--- src/rtl/nand_tcalc_pkg.sv ---
package nand_tcalc_pkg;
    localparam int LIM_W  = 8;
    localparam int CALC_W = 16;
    localparam int MODE_W = 3;
    localparam int MODE_MAX = 5;

    typedef logic [CALC_W-1:0] calc_t;

    typedef struct packed {
        logic [LIM_W-1:0] trea;
        logic [LIM_W-1:0] trp;
        logic [LIM_W-1:0] treh;
        logic [LIM_W-1:0] trc;
        logic [LIM_W-1:0] trhoh;
        logic [LIM_W-1:0] trloh;
        logic [LIM_W-1:0] tcea;
        logic [LIM_W-1:0] tadl;
        logic [LIM_W-1:0] trhw;
        logic [LIM_W-1:0] trhz;
        logic [LIM_W-1:0] twhr;
        logic [LIM_W-1:0] tcs;
    } lim_t;

    function automatic calc_t ceil_div(input calc_t num, input calc_t den);
        return (num + den - calc_t'(1)) / den;
    endfunction
endpackage

--- src/rtl/nand_tcalc_table.sv ---
module nand_tcalc_table
    import nand_tcalc_pkg::*;
(
    input  logic [MODE_W-1:0] sel,
    output lim_t              lim
);
    // fields: trea trp treh trc trhoh trloh tcea tadl trhw trhz twhr tcs
    always_comb begin
        unique case (sel)
            3'd0:    lim = '{8'd40, 8'd50, 8'd30, 8'd100, 8'd0,  8'd0, 8'd100, 8'd200, 8'd200, 8'd200, 8'd120, 8'd70};
            3'd1:    lim = '{8'd30, 8'd25, 8'd15, 8'd50,  8'd15, 8'd0, 8'd45,  8'd100, 8'd100, 8'd100, 8'd80,  8'd35};
            3'd2:    lim = '{8'd25, 8'd17, 8'd15, 8'd35,  8'd15, 8'd0, 8'd30,  8'd100, 8'd100, 8'd100, 8'd80,  8'd25};
            3'd3:    lim = '{8'd20, 8'd15, 8'd10, 8'd30,  8'd15, 8'd0, 8'd25,  8'd100, 8'd100, 8'd100, 8'd60,  8'd25};
            3'd4:    lim = '{8'd20, 8'd12, 8'd10, 8'd25,  8'd15, 8'd5, 8'd25,  8'd70,  8'd100, 8'd100, 8'd60,  8'd20};
            default: lim = '{8'd16, 8'd10, 8'd7,  8'd20,  8'd15, 8'd5, 8'd25,  8'd70,  8'd100, 8'd100, 8'd60,  8'd15};
        endcase
    end
endmodule

--- src/rtl/nand_tcalc_engine.sv ---
module nand_tcalc_engine
    import nand_tcalc_pkg::*;
#(
    parameter int CLK_NS     = 10,
    parameter int CNT_W      = 8,
    parameter int SUM_FLOOR  = 4,
    parameter int WIN_MIN    = 8,
    parameter int ACC_MARGIN = 3,
    parameter int HI_MARGIN  = 2
) (
    input  logic              clk,
    input  logic              rst_n,
    input  logic              start,
    input  logic [MODE_W-1:0] mode,
    input  lim_t              lim,
    output logic [MODE_W-1:0] mode_q,
    output logic              busy,
    output logic              done,
    output logic [CNT_W-1:0]  lo_q,
    output logic [CNT_W-1:0]  hi_q,
    output logic [CNT_W-1:0]  acc_q,
    output logic [CNT_W-1:0]  a2d_q,
    output logic [CNT_W-1:0]  r2w_q,
    output logic [CNT_W-1:0]  r2r_q,
    output logic [CNT_W-1:0]  w2r_q,
    output logic [CNT_W-1:0]  cs_q
);
    typedef logic [CNT_W-1:0] cnt_t;
    typedef enum logic [2:0] {
        S_IDLE, S_LOAD, S_STRETCH, S_FLOOR, S_WINDOW, S_ACCESS, S_CSEL, S_FINISH
    } state_t;

    localparam calc_t P_W    = calc_t'(CLK_NS);
    localparam calc_t FLOOR  = calc_t'(SUM_FLOOR);
    localparam calc_t WIN_W  = calc_t'(WIN_MIN);
    localparam calc_t ACC_W  = calc_t'(ACC_MARGIN);
    localparam calc_t HIM_W  = calc_t'(HI_MARGIN);

    state_t state, state_nx;

    calc_t trea_w, trp_w, treh_w, trc_w, trhoh_w, trloh_w, tcea_w, tcs_w;
    calc_t lo_w, hi_w, sum_w, lo_ns, sum_ns, acc_ns, cs_ns;
    calc_t c_treh, hi_base, cs_raw, cs_base, short_ns, rhoh_ns, rloh_ns, dinv;
    logic  win_ok, acc_ok, cs_ok;

    always_comb begin
        trea_w  = calc_t'(lim.trea);
        trp_w   = calc_t'(lim.trp);
        treh_w  = calc_t'(lim.treh);
        trc_w   = calc_t'(lim.trc);
        trhoh_w = calc_t'(lim.trhoh);
        trloh_w = calc_t'(lim.trloh);
        tcea_w  = calc_t'(lim.tcea);
        tcs_w   = calc_t'(lim.tcs);
        lo_w    = calc_t'(lo_q);
        hi_w    = calc_t'(hi_q);
        sum_w   = lo_w + hi_w;
        lo_ns   = lo_w * P_W;
        sum_ns  = sum_w * P_W;
        acc_ns  = calc_t'(acc_q) * P_W;
        cs_ns   = calc_t'(cs_q) * P_W;
        c_treh  = ceil_div(treh_w, P_W);
        hi_base = (c_treh * P_W < treh_w + HIM_W) ? c_treh + calc_t'(1) : c_treh;
        cs_raw  = (tcs_w > trp_w) ? ceil_div(tcs_w - trp_w, P_W) : '0;
        cs_base = (cs_raw == '0) ? calc_t'(1) : cs_raw;
        short_ns = (sum_ns < trc_w) ? trc_w - sum_ns : '0;
        rhoh_ns = lo_ns + trhoh_w;
        rloh_ns = sum_ns + trloh_w;
        dinv    = (rhoh_ns < rloh_ns) ? rhoh_ns : rloh_ns;
        win_ok  = dinv >= trea_w + WIN_W;
        acc_ok  = acc_ns >= trea_w + ACC_W;
        cs_ok   = (tcea_w == '0) || (cs_ns + trea_w >= tcea_w);
    end

    // state register
    always_ff @(posedge clk or negedge rst_n) begin
        if (!rst_n) state <= S_IDLE;
        else        state <= state_nx;
    end

    always_comb begin
        state_nx = state;
        unique case (state)
            S_IDLE:    if (start) state_nx = S_LOAD;
            S_LOAD:    state_nx = S_STRETCH;
            S_STRETCH: state_nx = S_FLOOR;
            S_FLOOR:   state_nx = S_WINDOW;
            S_WINDOW:  if (win_ok) state_nx = S_ACCESS;
            S_ACCESS:  if (acc_ok) state_nx = S_CSEL;
            S_CSEL:    if (cs_ok)  state_nx = S_FINISH;
            S_FINISH:  state_nx = S_IDLE;
            default:   state_nx = S_IDLE;
        endcase
    end

    assign busy = (state != S_IDLE);
    assign done = (state == S_FINISH);

    // datapath / output registers
    always_ff @(posedge clk or negedge rst_n) begin
        if (!rst_n) begin
            mode_q <= '0;
            lo_q   <= '0;
            hi_q   <= '0;
            acc_q  <= '0;
            a2d_q  <= '0;
            r2w_q  <= '0;
            r2r_q  <= '0;
            w2r_q  <= '0;
            cs_q   <= '0;
        end else begin
            unique case (state)
                S_IDLE: if (start)
                    mode_q <= (mode > MODE_W'(MODE_MAX)) ? MODE_W'(MODE_MAX) : mode;
                S_LOAD: begin
                    lo_q  <= cnt_t'(ceil_div(trp_w, P_W));
                    hi_q  <= cnt_t'(hi_base);
                    acc_q <= cnt_t'(ceil_div(trea_w, P_W));
                    a2d_q <= cnt_t'(ceil_div(calc_t'(lim.tadl), P_W));
                    r2w_q <= cnt_t'(ceil_div(calc_t'(lim.trhw), P_W));
                    r2r_q <= cnt_t'(ceil_div(calc_t'(lim.trhz), P_W));
                    w2r_q <= cnt_t'(ceil_div(calc_t'(lim.twhr), P_W));
                    cs_q  <= cnt_t'(cs_base);
                end
                S_STRETCH: lo_q <= cnt_t'(lo_w + ceil_div(short_ns, P_W));
                S_FLOOR:   if (sum_w < FLOOR) lo_q <= cnt_t'(FLOOR - hi_w);
                S_WINDOW:  if (!win_ok) lo_q <= lo_q + cnt_t'(1);
                S_ACCESS:  if (!acc_ok) acc_q <= acc_q + cnt_t'(1);
                S_CSEL:    if (!cs_ok)  cs_q <= cs_q + cnt_t'(1);
                default: ;
            endcase
        end
    end
endmodule

--- src/rtl/nand_tcalc.sv ---
module nand_tcalc
    import nand_tcalc_pkg::*;
#(
    parameter int CLK_NS    = 10,
    parameter int CNT_W     = 8,
    parameter int SUM_FLOOR = 4
) (
    input  logic              clk,
    input  logic              rst_n,
    input  logic              start,
    input  logic [MODE_W-1:0] mode,
    output logic              busy,
    output logic              done,
    output logic [CNT_W-1:0]  strobe_lo,
    output logic [CNT_W-1:0]  strobe_hi,
    output logic [CNT_W-1:0]  access_cnt,
    output logic [CNT_W-1:0]  addr_data_cnt,
    output logic [CNT_W-1:0]  rd_wr_cnt,
    output logic [CNT_W-1:0]  rd_rd_cnt,
    output logic [CNT_W-1:0]  wr_rd_cnt,
    output logic [CNT_W-1:0]  cs_setup_cnt
);
    lim_t              lim;
    logic [MODE_W-1:0] mode_q;

    nand_tcalc_table u_table (
        .sel (mode_q),
        .lim (lim)
    );

    nand_tcalc_engine #(
        .CLK_NS    (CLK_NS),
        .CNT_W     (CNT_W),
        .SUM_FLOOR (SUM_FLOOR)
    ) u_engine (
        .clk    (clk),
        .rst_n  (rst_n),
        .start  (start),
        .mode   (mode),
        .lim    (lim),
        .mode_q (mode_q),
        .busy   (busy),
        .done   (done),
        .lo_q   (strobe_lo),
        .hi_q   (strobe_hi),
        .acc_q  (access_cnt),
        .a2d_q  (addr_data_cnt),
        .r2w_q  (rd_wr_cnt),
        .r2r_q  (rd_rd_cnt),
        .w2r_q  (wr_rd_cnt),
        .cs_q   (cs_setup_cnt)
    );
endmodule

--- config.mk ---
export PLATFORM = sky130hd
export DESIGN_NAME = nand_tcalc
export DESIGN_NICKNAME = d
export VERILOG_FILES = /design/src/rtl/nand_tcalc_pkg.sv /design/src/rtl/nand_tcalc_table.sv /design/src/rtl/nand_tcalc_engine.sv /design/src/rtl/nand_tcalc.sv
export SDC_FILE = /design/constraint.sdc
export NUM_CORES = 1
export LEC_CHECK = 0
export BUFFER_PORTS_ARGS = -buffer_cell sky130_fd_sc_hd__buf_2
export CELL_PAD_IN_SITES_DETAIL_PLACEMENT = 1
export CELL_PAD_IN_SITES_GLOBAL_PLACEMENT = 2
export CORE_AREA = 3 3 166 168
export CTS_CLUSTER_DIAMETER = 120
export DETAILED_ROUTE_END_ITERATION = 16
export DIE_AREA = 0 0 169 171
export MAX_ROUTING_LAYER = met4
export PLACE_DENSITY_LB_ADDON = 0.1
export SLEW_MARGIN = 30
export SYNTH_ARGS = -nofsm -noshare
export SYNTH_HDL_FRONTEND = slang
export SYNTH_SLANG_ARGS = --single-unit
export TNS_END_PERCENT = 1
--- constraint.sdc ---
create_clock -name clk -period 10.15 [get_ports clk]
set_clock_uncertainty 0.15 [all_clocks]
set_input_delay 3.045 -clock clk [delete_from_list [all_inputs] [get_ports clk]]
set_output_delay 3.045 -clock clk [all_outputs]
set_load 0.03 [all_outputs]
Yosys cells after proc, flatten, opt, wreduce, memory -nomap -nowiden
Index checks and enable logic that the tools add are counted.

Register bits: 70. Input bits: 6. Output and inout port bits: 66. Word-level logic and storage cells: 118.

Add/sub/neg operators: 33. Multiply operators: 5. Div/mod/pow operators: 9. Magnitude comparators: 9. Eq/ne operators: 19. Muxes and demuxes: 19. Reduce and logical (&&, ||, !) cells: 14.

Operator list (number): case mux 94 bit (5 select lines) (1); divider 16 x 4 -> 16 bit, second input constant (9); subtractor 16 x 1 -> 16 bit, second input constant (9); adder 8 x 4 -> 9 bit, second input constant (6); 2-to-1 mux 16 bit (3); 2-to-1 mux 8 bit (6); multiplier 8 x 3 -> 11 bit, second input constant (3); adder 16 x 4 -> 16 bit, second input constant (2); adder 8 x 1 -> 8 bit, second input constant (4); < comparator 16 bit (2); multiplier 16 x 3 -> 15 bit, second input constant (2); case mux 8 bit (2 select lines) (2); case mux 8 bit (4 select lines) (1); case mux 3 bit (8 select lines) (1); adder 16 x 8 -> 16 bit (1); greater-or-equal comparator 12 x 16 -> 1 bit (1); greater-or-equal comparator 16 bit (1); greater-or-equal comparator 16 x 8 -> 1 bit (1); logical NOT 16 bit (1); < comparator 16 x 3 -> 1 bit, second input constant (1); < comparator 16 x 8 -> 1 bit (1); subtractor 8 x 16 -> 16 bit (1); equality test 3 bit, second input constant (5); 2-to-1 mux 3 bit (5); 24 further kinds (39).

Logic depth before layout (Yosys ltp)
Depth in word-level cells: 10. Gate-level depth with buffers: 41. Depth with buffers taken out: 39.

Cells and area by module
A second synthesis with hierarchy kept.

Cell total of the unflattened synthesis: 1952. Area, all modules: 14277.4 sq um.

By module, submodules not included: nand_tcalc_engine (times used 1, cells an instance 1843, area each 13491.7 sq um, sequential area each 1526.5 sq um); nand_tcalc_table (times used 1, cells an instance 109, area each 785.8 sq um, sequential area each 0.0 sq um).

Least setup slack after synthesis
Ideal clock, no wire load.

Path kind: reg2reg. Start point: register u_engine.lo_q[0]. End point: register u_engine.lo_q[0]. Library setup time: 142 ps. Data arrival time: 7512 ps. Data required time: 9858 ps. Path slack: 2346 ps. Cell stages (with the launch flop): 34. Buffers on the path: 3. Period minus slack after synthesis: 7804 ps. Path through: dfrtp_1 > ha_1 > fa_1 > a21o_1 > a21oi_1 > o21bai_1 > a21oi_1 > xor2_1 > nor2_1 > ha_1 > clkbuf_1 > inv_1 > o21a_1 > or3_1 > and2_1 > a41oi_1 > mux2_2 > ha_1 > and3_1 > o2111ai_1 > o21ai_0 > clkbuf_1 > mux2_2 > ha_1 > a21o_1 > a21oi_1 > o21ai_0 > a31o_2 > or4_1 > nor4_1 > a41o_1 > o21a_1 > clkbuf_1 > a31oi_1.

Word-level cells in the longest chain between the ends: 9. Elaborated cells between the ends (all ways): 22. Classes of those cells: add/sub: 8; mul: 2; div: 1; order compare: 4; eq/ne: 2; mux: 4; reduce/logical: 1.

Ends and longest elaborated chain: start: declaration (RTL line nand_tcalc_engine.sv:19) `output logic [CNT_W-1:0] lo_q,`; start signal: assignment (RTL line nand_tcalc_engine.sv:116) `lo_q <= cnt_t'(ceil_div(trp_w, P_W));`; start signal: assignment (RTL line nand_tcalc_engine.sv:125) `S_STRETCH: lo_q <= cnt_t'(lo_w + ceil_div(short_ns, P_W));`; start signal: assignment (RTL line nand_tcalc_engine.sv:126) `S_FLOOR: if (sum_w < FLOOR) lo_q <= cnt_t'(FLOOR - hi_w);`; adder 8 x 8 -> 9 bit (RTL line nand_tcalc_engine.sv:57) `sum_w = lo_w + hi_w;`; multiplier 16 x 3 -> 15 bit (RTL line nand_tcalc_engine.sv:59) `sum_ns = sum_w * P_W;`; subtractor 8 x 16 -> 16 bit or < comparator 16 x 8 -> 1 bit (tied branches) (RTL line nand_tcalc_engine.sv:66) `short_ns = (sum_ns < trc_w) ? trc_w - sum_ns : '0;`; 2-to-1 mux 16 bit (RTL line nand_tcalc_engine.sv:66); adder 16 x 4 -> 16 bit (RTL line nand_tcalc_pkg.sv:25) `return (num + den - calc_t'(1)) / den;`; subtractor 16 x 1 -> 16 bit (RTL line nand_tcalc_pkg.sv:25); divider 16 x 4 -> 16 bit (RTL line nand_tcalc_pkg.sv:25); adder 8 bit (RTL line nand_tcalc_engine.sv:125); case mux 8 bit (4 select lines) (RTL line nand_tcalc_engine.sv:112) `unique case (state)`.

Several ways; a longest one is shown, not always the timed one. The select of a mux whose other input is x is not followed. A chain may end at the register's enable or synchronous reset.

Final worst setup path
Start point: register u_engine.lo_q[0]. End point: register u_engine.lo_q[7].

Same word-level chain as after synthesis.

==> run_results.csv <==
group,metric,value,unit
run_status,outcome,"finished clean",
cts,cts-hold-fix-buffers,0,
worst_hold_path,hold_path_class,"reg2reg",
drt,drt_iter0_drc,461,
cts,clk_pin_slew,80,ps
cells_and_area,drive_above_1_share,9.59,%
floorplan,pin_count,72,
synth,yosys_warnings,0,
synth,yosys-top-cells-area,"ha_1 20%, dfrtp_1 13%, xnor2_1 5.6%, a21oi_1 5.2%, nor2_1 4.6%",
floorplan,start_util,38.0,%
cts,cts.repair.resized,0,
synth,synth.avg_cell_area,7.72,um2
cells_and_area,area_growth,7.51,%
drt,drc_errors,0,
grt,antenna_found_initial,0,
worst_hold_path,hold_path_depth,2,
synth,synth_cells,1282,
floorplan,die_w,169,um
worst_setup_path,path_max_fanout,16,
sta,fin_crit_sh,85.0,%
placed_design,dp_slack,1590,ps
cts,cts_tree,"yes",
placed_design,gp_congestion,0.868,
worst_setup_path,crit_top_cell,"a21oi_1",
synth,synth_cell_types,97,
job,drv_cap,0,
sta,rsz0062_at_grt,"no",
grt,track_usage,22.0,%
drt,wl_per_cell,18.6,um
grt,grt_pass1_vias,9618,
synth,async_reset_ff_share,100,%
worst_setup_path,cp_num_cells,36,
grt,met2_usage,36.6,%
grt,grt_use_met3,2.13,%
synth,synth-seq-cells,52,
worst_setup_path,reg2reg_slack,1530,ps
worst_setup_path,critPathRequiredTime,10210,ps
worst_setup_path,rr_startpoint,"u_engine.lo_q[0]",
drt,finalWirelength,30800,um
sta,slew_headroom,41.0,%
cells_and_area,diodes,0,
worst_setup_path,critPathLaunchType,"flip-flop",
cts,clock_latency,310,ps
worst_setup_path,crit_buf_inv,2,
grt,grt_max_degree,53,
sta,finalWorstSetupSlack,1530,ps
grt,grt_pass1_wl,50900,um
grt,busiest_layer,"met2",
cts,cts_sinks,52,
worst_setup_path,crit_type,"reg2reg",
worst_setup_path,crit_start,"u_engine.lo_q[0]",
worst_setup_path,crit_family,"compound AO/OA/AOI/OAI gates",
drt,postRouteAntennaNets,0,
synth,yosysSeqAreaShare,13.1,%
placed_design,portBuffers,59,
floorplan,rows,59,
sta,fin_tns_setup,0,ps
cts,clock-root-buffer,"clkbuf_16",
sta,finalMaxSlewViolations,0,
drt,num_vias,9440,
cts,htree_num_levels,2,
floorplan,die_h,171,um
synth,netlist_area,9900,um2
placed_design,dp_hpwl,24700,um
synth,synth_ff_type,"dfrtp_1",
worst_setup_path,critPathSlowestCell,"xnor2_1",
worst_setup_path,r2r_end,"u_engine.lo_q[7]",
drt,avgViaCountPerCell,5.69,
synth,synth.most_common_cell,"ha_1",
floorplan,core,26100,um2
worst_setup_path,crit_end,"u_engine.lo_q[7]",
sta,maxClockFrequency,0.116,GHz
synth,synth_edf_count,0,
worst_setup_path,worstPathArrival,8680,ps
drt,drtPass1Iterations,5,
sta,fin_crit,8620,ps
synth,synth_common_cells,"159 x ha_1, 122 x nor2_1, 103 x a21oi_1",
cts,cts_made_buffers,5,
synth,synth_top_area_share,20.1,%
sta,worst_pin_slew,882,ps
cts,clock_path_buffers,2,
sta,finalHoldViolCount,0,
cells_and_area,nNetsFinal,1498,
synth,yosys.area.top_type,"ha_1",
sta,setup_violations,0,
grt,grt_overflow,0,
floorplan,die-area,28900,um2
cts,postCtsSetupBuffers,0,
worst_setup_path,endpoint_kind,"flip-flop",
sta,hold_ws,327,ps
worst_setup_path,max_stage_delay,540,ps
grt,grtUsageMet1,30.0,%
worst_setup_path,r2r_cells,36,
[worst reg2reg max path, delay by kind of cell (launching register included)]
kind	cells	cell delay, ps
XOR/XNOR	4	1340
buffers and inverters	2	290
adder cells (fa/ha/maj)	5	1560
AO/OA/AOI/OAI	17	3410
AND/OR/NAND/NOR	8	1290
flip-flops	1	450
[layout make-up]
type,instances,area (um2)
timing repair buffer,69,368
multi-input combinational,1111,8070
inverter,84,315
sequential,52,1300
tap,335,419
clock buffer,5,125
clock inverter,3,46.3
fill,3279,15400
[placed cells by master, fill, tap and decap left out, types with 8 or more instances in the layout]
master / n
a21o_1: 26
dfrtp_1: 52
or4_1: 8
nand2_1: 93
inv_1: 79
o211ai_1: 14
conb_1: 21
nand3_1: 36
mux2i_1: 10
xnor2_1: 63
nand4_1: 8
nor3b_1: 8
o21ai_0: 88
fa_1: 10
mux2_2: 11
nor2_1: 122
and3_1: 9
xor2_1: 26
o31ai_1: 9
and2_1: 12
a211oi_1: 12
a21oi_1: 103
buf_2: 60
nor4_1: 10
o21a_1: 20
ha_1: 159
or3_1: 13
nor3_1: 20
nand2b_1: 21
a31oi_1: 14
buf_4: 9
nor2b_1: 21
[metrics by stage]
step / utilization, % / cell area, um2 / instances
2_1_floorplan: - / 9970 / 1301
3_3_place_gp: 40.2 / 10500 / 1650
3_5_place_dp: 40.2 / 10500 / 1650
4_1_cts: 40.8 / 10600 / 1658
5_1_grt: 40.9 / 10600 / 1659
6_report: 40.9 / 10600 / 1659
[worst min-delay path by stage]
stage / startpoint / to / slack, ps
after CTS: u_engine.w2r_q[4] / u_engine.w2r_q[4] / 330
final: u_engine.w2r_q[4] / u_engine.w2r_q[4] / 330
after detailed placement: u_engine.w2r_q[4] / u_engine.w2r_q[4] / 310
after global routing: u_engine.a2d_q[4] / u_engine.a2d_q[4] / 360
after floorplan: u_engine.state[0] / u_engine.state[0] / 400
after global placement: u_engine.w2r_q[3] / u_engine.w2r_q[3] / 310
[metal layers]
metal	share of wire [%]	vias up
li1	-	4708
met5	0	-
met1	50	4590
met3	3.0	16
met4	0.79	0
met2	46	126
[registers in the layout, indices dropped and copies added (netlist names)]
| register | count |
|---|---|
| u_engine.state | 3 |
| u_engine.a2d_q | 5 |
| u_engine.mode_q | 3 |
| u_engine.hi_q | 7 |
| u_engine.cs_q | 8 |
| u_engine.w2r_q | 5 |
| u_engine.acc_q | 8 |
| u_engine.lo_q | 8 |
| u_engine.r2r_q | 5 |
[cell families after synthesis]
| kind of cell | after synthesis | share of synthesized area [%] |
|---|---|---|
| adder cells (fa/ha/maj) | 172 | 22.4 |
| other | 2 | 0.0758 |
| AND/OR/NAND/NOR | 412 | 20.7 |
| AO/OA/AOI/OAI | 392 | 26.5 |
| multiplexers | 22 | 2.49 |
| buffers and inverters | 138 | 6.19 |
| flip-flops | 52 | 13.1 |
| XOR/XNOR | 92 | 8.48 |
Power is left out: the tool's default activity adds up to more than one toggle a clock period on the data nets, which glitch-free logic cannot reach.
